===== src/rtl/modem_pkg.sv =====
package modem_pkg;

  localparam int DATA_W = 8;

  // control register bit positions
  localparam int CTL_DTR  = 0;
  localparam int CTL_RTS  = 1;
  localparam int CTL_OP1  = 2;
  localparam int CTL_OP2  = 3;
  localparam int CTL_LOOP = 4;
  localparam int CTL_W    = 5;

  // handshake input indices (also status flag positions)
  localparam int HS_CTS = 0;
  localparam int HS_DSR = 1;
  localparam int HS_RI  = 2;
  localparam int HS_CD  = 3;
  localparam int HS_W   = 4;

  typedef struct packed {
    logic loop;
    logic op2;
    logic op1;
    logic rts;
    logic dtr;
  } ctl_t;

endpackage


===== src/rtl/mdm_sync.sv =====
module mdm_sync #(
  parameter int               WIDTH   = 4,
  parameter int               STAGES  = 2,
  parameter logic [WIDTH-1:0] RST_VAL = '1
) (
  input  logic             clk,
  input  logic             rst,
  input  logic [WIDTH-1:0] d,
  output logic [WIDTH-1:0] q
);

  localparam int DEPTH = (STAGES < 1) ? 1 : STAGES;

  logic [DEPTH-1:0][WIDTH-1:0] chain;

  always_ff @(posedge clk) begin
    if (rst) begin
      chain <= {DEPTH{RST_VAL}};
    end else begin
      chain[0] <= d;
      for (int s = 1; s < DEPTH; s++) begin
        chain[s] <= chain[s-1];
      end
    end
  end

  assign q = chain[DEPTH-1];

endmodule


===== src/rtl/mdm_ctrl.sv =====
module mdm_ctrl
  import modem_pkg::*;
#(
  parameter int                ADDR_W    = 3,
  parameter logic [ADDR_W-1:0] CTRL_ADDR = ADDR_W'(4)
) (
  input  logic              clk,
  input  logic              rst,
  input  logic              wr_en,
  input  logic [ADDR_W-1:0] addr,
  input  logic [CTL_W-1:0]  wr_bits,
  input  logic              core_txd,
  input  logic              rxd,
  output ctl_t              ctl_q,
  output logic              rts_n,
  output logic              dtr_n,
  output logic              aux_n,
  output logic              txd,
  output logic              core_rxd
);

  ctl_t ctl_d;

  always_comb begin
    ctl_d = ctl_q;
    if (wr_en && addr == CTRL_ADDR) begin
      ctl_d = ctl_t'(wr_bits);
    end
  end

  // pins driven from the next register value so they move with the write
  always_ff @(posedge clk) begin
    if (rst) begin
      ctl_q    <= '0;
      rts_n    <= 1'b1;
      dtr_n    <= 1'b1;
      aux_n    <= 1'b1;
      txd      <= 1'b1;
      core_rxd <= 1'b1;
    end else begin
      ctl_q    <= ctl_d;
      rts_n    <= ctl_d.loop | ~ctl_d.rts;
      dtr_n    <= ctl_d.loop | ~ctl_d.dtr;
      aux_n    <= ctl_d.loop | ~ctl_d.op2;
      txd      <= ctl_q.loop | core_txd;
      core_rxd <= ctl_q.loop ? core_txd : rxd;
    end
  end

endmodule


===== src/rtl/mdm_status.sv =====
module mdm_status
  import modem_pkg::*;
(
  input  logic            clk,
  input  logic            rst,
  input  logic [HS_W-1:0] pin_sync_n,
  input  ctl_t            ctl_q,
  input  logic            rd_stat,
  output logic [HS_W-1:0] lvl_q,
  output logic [HS_W-1:0] delta_q,
  output logic            irq
);

  logic [HS_W-1:0] src;
  logic [HS_W-1:0] hit;
  logic [HS_W-1:0] delta_n;

  // loopback substitutes the control bits for the external lines
  always_comb begin
    if (ctl_q.loop) begin
      src[HS_CTS] = ctl_q.rts;
      src[HS_DSR] = ctl_q.dtr;
      src[HS_RI]  = ctl_q.op1;
      src[HS_CD]  = ctl_q.op2;
    end else begin
      src = ~pin_sync_n;
    end
  end

  genvar b;
  generate
    for (b = 0; b < HS_W; b++) begin : g_edge
      if (b == HS_RI) begin : g_trail
        assign hit[b] = lvl_q[b] & ~src[b];
      end else begin : g_any
        assign hit[b] = lvl_q[b] ^ src[b];
      end
    end
  endgenerate

  assign delta_n = (rd_stat ? '0 : delta_q) | hit;

  always_ff @(posedge clk) begin
    if (rst) begin
      lvl_q   <= '0;
      delta_q <= '0;
      irq     <= 1'b0;
    end else begin
      lvl_q   <= src;
      delta_q <= delta_n;
      irq     <= |delta_n;
    end
  end

endmodule


===== src/rtl/modem_ctl_loop.sv =====
module modem_ctl_loop
  import modem_pkg::*;
#(
  parameter int                ADDR_W      = 3,
  parameter logic [ADDR_W-1:0] CTRL_ADDR   = ADDR_W'(4),
  parameter logic [ADDR_W-1:0] STAT_ADDR   = ADDR_W'(6),
  parameter int                SYNC_STAGES = 2
) (
  input  logic              clk,
  input  logic              rst,
  input  logic              wr_en,
  input  logic              rd_en,
  input  logic [ADDR_W-1:0] addr,
  input  logic [7:0]        wr_data,
  output logic [7:0]        rd_data,
  input  logic              cts_n,
  input  logic              dsr_n,
  input  logic              ri_n,
  input  logic              cd_n,
  output logic              rts_n,
  output logic              dtr_n,
  output logic              aux_n,
  input  logic              core_txd,
  output logic              core_rxd,
  input  logic              rxd,
  output logic              txd,
  output logic              msi_irq
);

  localparam int PAD_W = DATA_W - CTL_W;

  ctl_t            ctl_q;
  logic [HS_W-1:0] pins_n;
  logic [HS_W-1:0] pins_sync_n;
  logic [HS_W-1:0] lvl_q;
  logic [HS_W-1:0] delta_q;
  logic            rd_stat;
  logic            loop_on;
  logic            wr_unused;

  assign wr_unused = ^wr_data[DATA_W-1:CTL_W];
  assign pins_n    = {cd_n, ri_n, dsr_n, cts_n};
  assign rd_stat   = rd_en && addr == STAT_ADDR;
  assign loop_on   = ctl_q.loop;

  mdm_sync #(
    .WIDTH  (HS_W),
    .STAGES (SYNC_STAGES),
    .RST_VAL('1)
  ) u_sync (
    .clk(clk),
    .rst(rst),
    .d  (pins_n),
    .q  (pins_sync_n)
  );

  mdm_ctrl #(
    .ADDR_W   (ADDR_W),
    .CTRL_ADDR(CTRL_ADDR)
  ) u_ctrl (
    .clk     (clk),
    .rst     (rst),
    .wr_en   (wr_en),
    .addr    (addr),
    .wr_bits (wr_data[CTL_W-1:0]),
    .core_txd(core_txd),
    .rxd     (rxd),
    .ctl_q   (ctl_q),
    .rts_n   (rts_n),
    .dtr_n   (dtr_n),
    .aux_n   (aux_n),
    .txd     (txd),
    .core_rxd(core_rxd)
  );

  mdm_status u_stat (
    .clk       (clk),
    .rst       (rst),
    .pin_sync_n(pins_sync_n),
    .ctl_q     (ctl_q),
    .rd_stat   (rd_stat),
    .lvl_q     (lvl_q),
    .delta_q   (delta_q),
    .irq       (msi_irq)
  );

  always_ff @(posedge clk) begin
    if (rst) begin
      rd_data <= '0;
    end else if (rd_en) begin
      if (addr == CTRL_ADDR)      rd_data <= {{PAD_W{1'b0}}, ctl_q};
      else if (addr == STAT_ADDR) rd_data <= {lvl_q, delta_q};
      else                        rd_data <= '0;
    end
  end

endmodule


===== config.mk =====
export PLATFORM = sky130hd
export DESIGN_NAME = modem_ctl_loop
export DESIGN_NICKNAME = d
export VERILOG_FILES = /design/src/rtl/modem_pkg.sv /design/src/rtl/mdm_sync.sv /design/src/rtl/mdm_ctrl.sv /design/src/rtl/mdm_status.sv /design/src/rtl/modem_ctl_loop.sv
export SDC_FILE = /design/constraint.sdc
export NUM_CORES = 1
export LEC_CHECK = 0
export BUFFER_PORTS_ARGS = -buffer_cell sky130_fd_sc_hd__buf_4
export CAP_MARGIN = 10
export CORE_MARGIN = 3
export CORE_UTILIZATION = 45
export DETAILED_ROUTE_END_ITERATION = 10
export GPL_ROUTABILITY_DRIVEN = 0
export PLACE_DENSITY = 0.72
export RECOVER_POWER = 100
export SLEW_MARGIN = 20
export SYNTH_ARGS = -nofsm -noshare
export SYNTH_HDL_FRONTEND = slang
export SYNTH_SLANG_ARGS = --single-unit

===== constraint.sdc =====
create_clock -name clk -period 1.2 [get_ports clk]
set_input_delay 0.18 -clock clk [delete_from_list [all_inputs] [get_ports clk]]
set_output_delay 0.18 -clock clk [all_outputs]
set_load 0.05 [all_outputs]

==> summary.md <==
| Metric | Value |
|---|---|
| Period utilization | 95.6% |
| DRT Pass-1 Iters | 4 |
| Arr. time, crit path | 1.35 ns |
| DRC viols | 0 |
| CTS max path bufs | 2 |
| Max Used Layer | met4 |
| IO Pins | 35 |
| VDD IR-drop max | 1000 uV |
| Minimum clock period | 1.15 ns |
| Starting Density | 48.4% |
| Largest stage delay, worst path | 0.44 ns |
| Area of the die | 3400 sq um |
| Area delta synth->final | 33.2% |
| Met3 wire len | 148 um |
| Clk_skew | 0.00837 ns |
| Clk slew on worst S/H paths | 0.11 ns |
| Routed length per instance | 13.7 um |
| Number of distinct library cells after synthesis | 28 |
| Initial antenna violation count | 0 |
| Core area | 2540 sq um |
| Met2 Wirelength | 1270 um |
| Worst r2r dst | u_stat.irq |
| Headroom to the max-slew limit | 73.3% |
| Die Y | 58.3 um |
| First-pass GRT wire length | 4040 um |
| Worst setup EP type | flop |
| Placed cells | 182 |
| H-tree Lvls | 2 |
| Total CTS buffers | 5 |
| Syn avg cell area | 10.7 sq um |
| Largest delay share family, worst path | flip-flops |
| Cell at the slowest stage of the critical path | dfxtp_4 |
| Iter 0 DRT Violations | 25 |
| Post-synth net total | 136 |
| Synth area leader | dfxtp_1 |
| Final hold vios | 0 |
| Largest net degree at the start of global routing | 33 |
| CTS tree | done |
| Slew Limit Fails | 0 |
| CTS Root Cell | clkbuf_4 |
| Clock Sinks | 35 |
| Asr flop ratio synth | 0% |
| Final setup violation count | 0 |
| Via count | 996 |
| Port-buffer cells | 31 |
| ANT cells | 0 |
| Sequential area share after synthesis | 56.9% |
| Crit path from | u_ctrl.ctl_q[4] |
| Gr ovfl total | 0 |
| PwrDens | 1260 nW/um^2 |
| Synth Flop Type | dfxtp_1 |
| Max-Cap Viols | 0 |
| Layout net count | 180 |
| Worst-margin pin slew | 0.399 ns |
| Status | finished clean |
| Routed WL | 2610 um |
| Worst path bufs/invs | 0 |
| Worst setup path category | flop to flop |
| Area share of the leading cell type in the synthesized netlist | 56.9% |
| Number of synthesized flops with an enable pin | 0 |
| YS warnings | 0 |
| Hold Path Sink | u_sync.chain[2] |
| Avg Vias per Cell | 5.24 |
| Critical register-to-register path startpoint | u_ctrl.ctl_q[4] |
| Cells on Worst Hold Path | 2 |
| Max Fanout on Critical Path | 8 |
| R2r worst-path depth | 3 |
| Ranking of synthesized cells by area | dfxtp_1, mux2i_1, nor2_1 |
| Worst-path cell chain | mux2i_2, xnor2_2, a41oi_1 |
| Post-CTS setup buffer count | 0 |
| Netlist Area Pre-Place | 1230 sq um |
| Synth Register Bits | 35 |
| Power, Total | 2.06 mW |
| Required @ worst endpoint | 1.41 ns |
| Synth cell count leaders | dfxtp_1, nor2_1, mux2i_1, or2_2 |
| Worst Hold Class | input pin to flop |
| Met1 wire length | 1120 um |
| GRT Total Usage | 16.0% |
| Layout cells sized above 1 | 43.1% |
| Leak | 0.679 nW |
| Worst setup SP type | flop |
| Vias in the first global route | 908 |
| Post-DP HPWL | 1810 um |
| Final ANT Viol Nets | 0 |
| Final cell count without fillers | 190 |
| Clock latency at the later pin of the worst-skew pair | 0.33 ns |
| FP Rows | 18 |
| Min-delay src | ri_n |
| Flop2flop setup slack | 0.05 ns |
| Most numerous cell in the Yosys netlist | dfxtp_1 |
| FMAX | 872 MHz |
| Cell count after synthesis | 115 |
| Chip width | 58.3 um |
| Fill cells | 220 |
==> layout make-up <==
cell class	count	area, sq um	area share (%)
clock inverters	3	15.0	0.915
flip-flops and latches	35	704	42.9
inverters	4	15.0	0.915
clock buffers	5	37.5	2.29
repair buffers	43	312	19.0
multi-input cells	70	520	31.7
well taps	30	37.5	2.29
==> flip-flops by register name, summed over array words and instances (netlist names) <==
name	flops
rd_data	8
u_ctrl.aux_n	1
u_ctrl.txd	1
u_ctrl.rts_n	1
u_sync.chain	4
u_stat.lvl_q	4
u_stat.irq	1
u_ctrl.core_rxd	1
u_sync.q	4
u_stat.delta_q	4
u_ctrl.ctl_q	5
u_ctrl.dtr_n	1
==> routing by layer <==
metal / GRT usage [%] / vias to the layer above
met4: 10.3 / 0
met2: 23.6 / 36
met5: 0 / -
li1: - / 489
met1: 19.9 / 460
met3: 5.26 / 11
==> per-stage QoR <==
step | util, % | TNS, ns | hold slack [ns] | setup slack [ns] | cell area [sq um]
final | 64.5 | 0 | 0.0365 | 0.0526 | 1640
after global routing | 64.5 | -0.00569 | 0.00551 | -0.00569 | 1640
after CTS | 63.4 | 0 | 0.0223 | 0.00214 | 1610
after detailed placement | 61.1 | -0.810 | 0.369 | -0.121 | 1560
after global placement | 61.1 | -0.627 | 0.367 | -0.103 | 1560
after floorplan | - | 0 | 0.252 | 0.0668 | 1230
==> cells by family (layout without fill, tap and decap cells) <==
| family | after synthesis | in the layout | synth area share, % |
|---|---|---|---|
| and+or+nand+nor | 45 | 45 | 21.4 |
| DFF | 35 | 35 | 56.9 |
| AOI/OAI and AO/OA | 15 | 15 | 9.54 |
| buffers and inverters | 10 | 55 | 4.26 |
| muxes | 8 | 8 | 6.50 |
| xor gates and xnor gates | 2 | 2 | 1.42 |
==> worst reg2reg max path, cell delays in order, from the launching register on <==
cell,delay (ns)
dfxtp_4,0.44
mux2i_2,0.30
xnor2_2,0.16
a41oi_1,0.13
==> how the worst max path moves through the flow <==
stage                     depth (start not counted)            to  slack [ns]
final                                             3    u_stat.irq        0.05
after global routing                              3    u_stat.irq      -0.006
after CTS                                         4    u_stat.irq       0.002
after detailed placement                          4    u_stat.irq       -0.12
after global placement                            5  u_ctrl.dtr_n       -0.10
after floorplan                                   5    u_stat.irq        0.07
==> layout by cell type (no fill, tap or decap) <==
cell type  count
a21oi_1        3
a222oi_1       5
mux2i_1        6
dfxtp_1       34
nand2_1        5
nor4b_4        1
nor2_1        14
nand4b_1       1
mux2i_4        1
a22oi_1        4
nor2b_1        3
and2_1         1
or2_2          8
inv_2          1
nor2b_4        1
nor4bb_1       1
or3_1          1
buf_4         37
and4b_1        1
dfxtp_4        1
clkbuf_4       8
nor3b_2        1
a211o_1        1
clkbuf_1       3
a41oi_1        1
inv_1          3
nor2b_2        1
nor3_1         3
mux2i_2        1
o21ai_1        1
xnor2_2        2
clkinv_2       3
nor2_2         3
==> power by group <==
| group | internal (mW) | switching (mW) |
|---|---|---|
| registers | 1.20 | 0.0219 |
| clock network | 0.218 | 0.380 |
| logic | 0.115 | 0.127 |
| total | 1.53 | 0.529 |
==> what timing repair did <==
item,4_1_cts,5_1_grt
hold buffers,0,0
pin swaps,0,1
setup endpoints to repair,5,1
gates resized for setup,3,8
No activity file was read; power rests on OpenSTA's default activity.
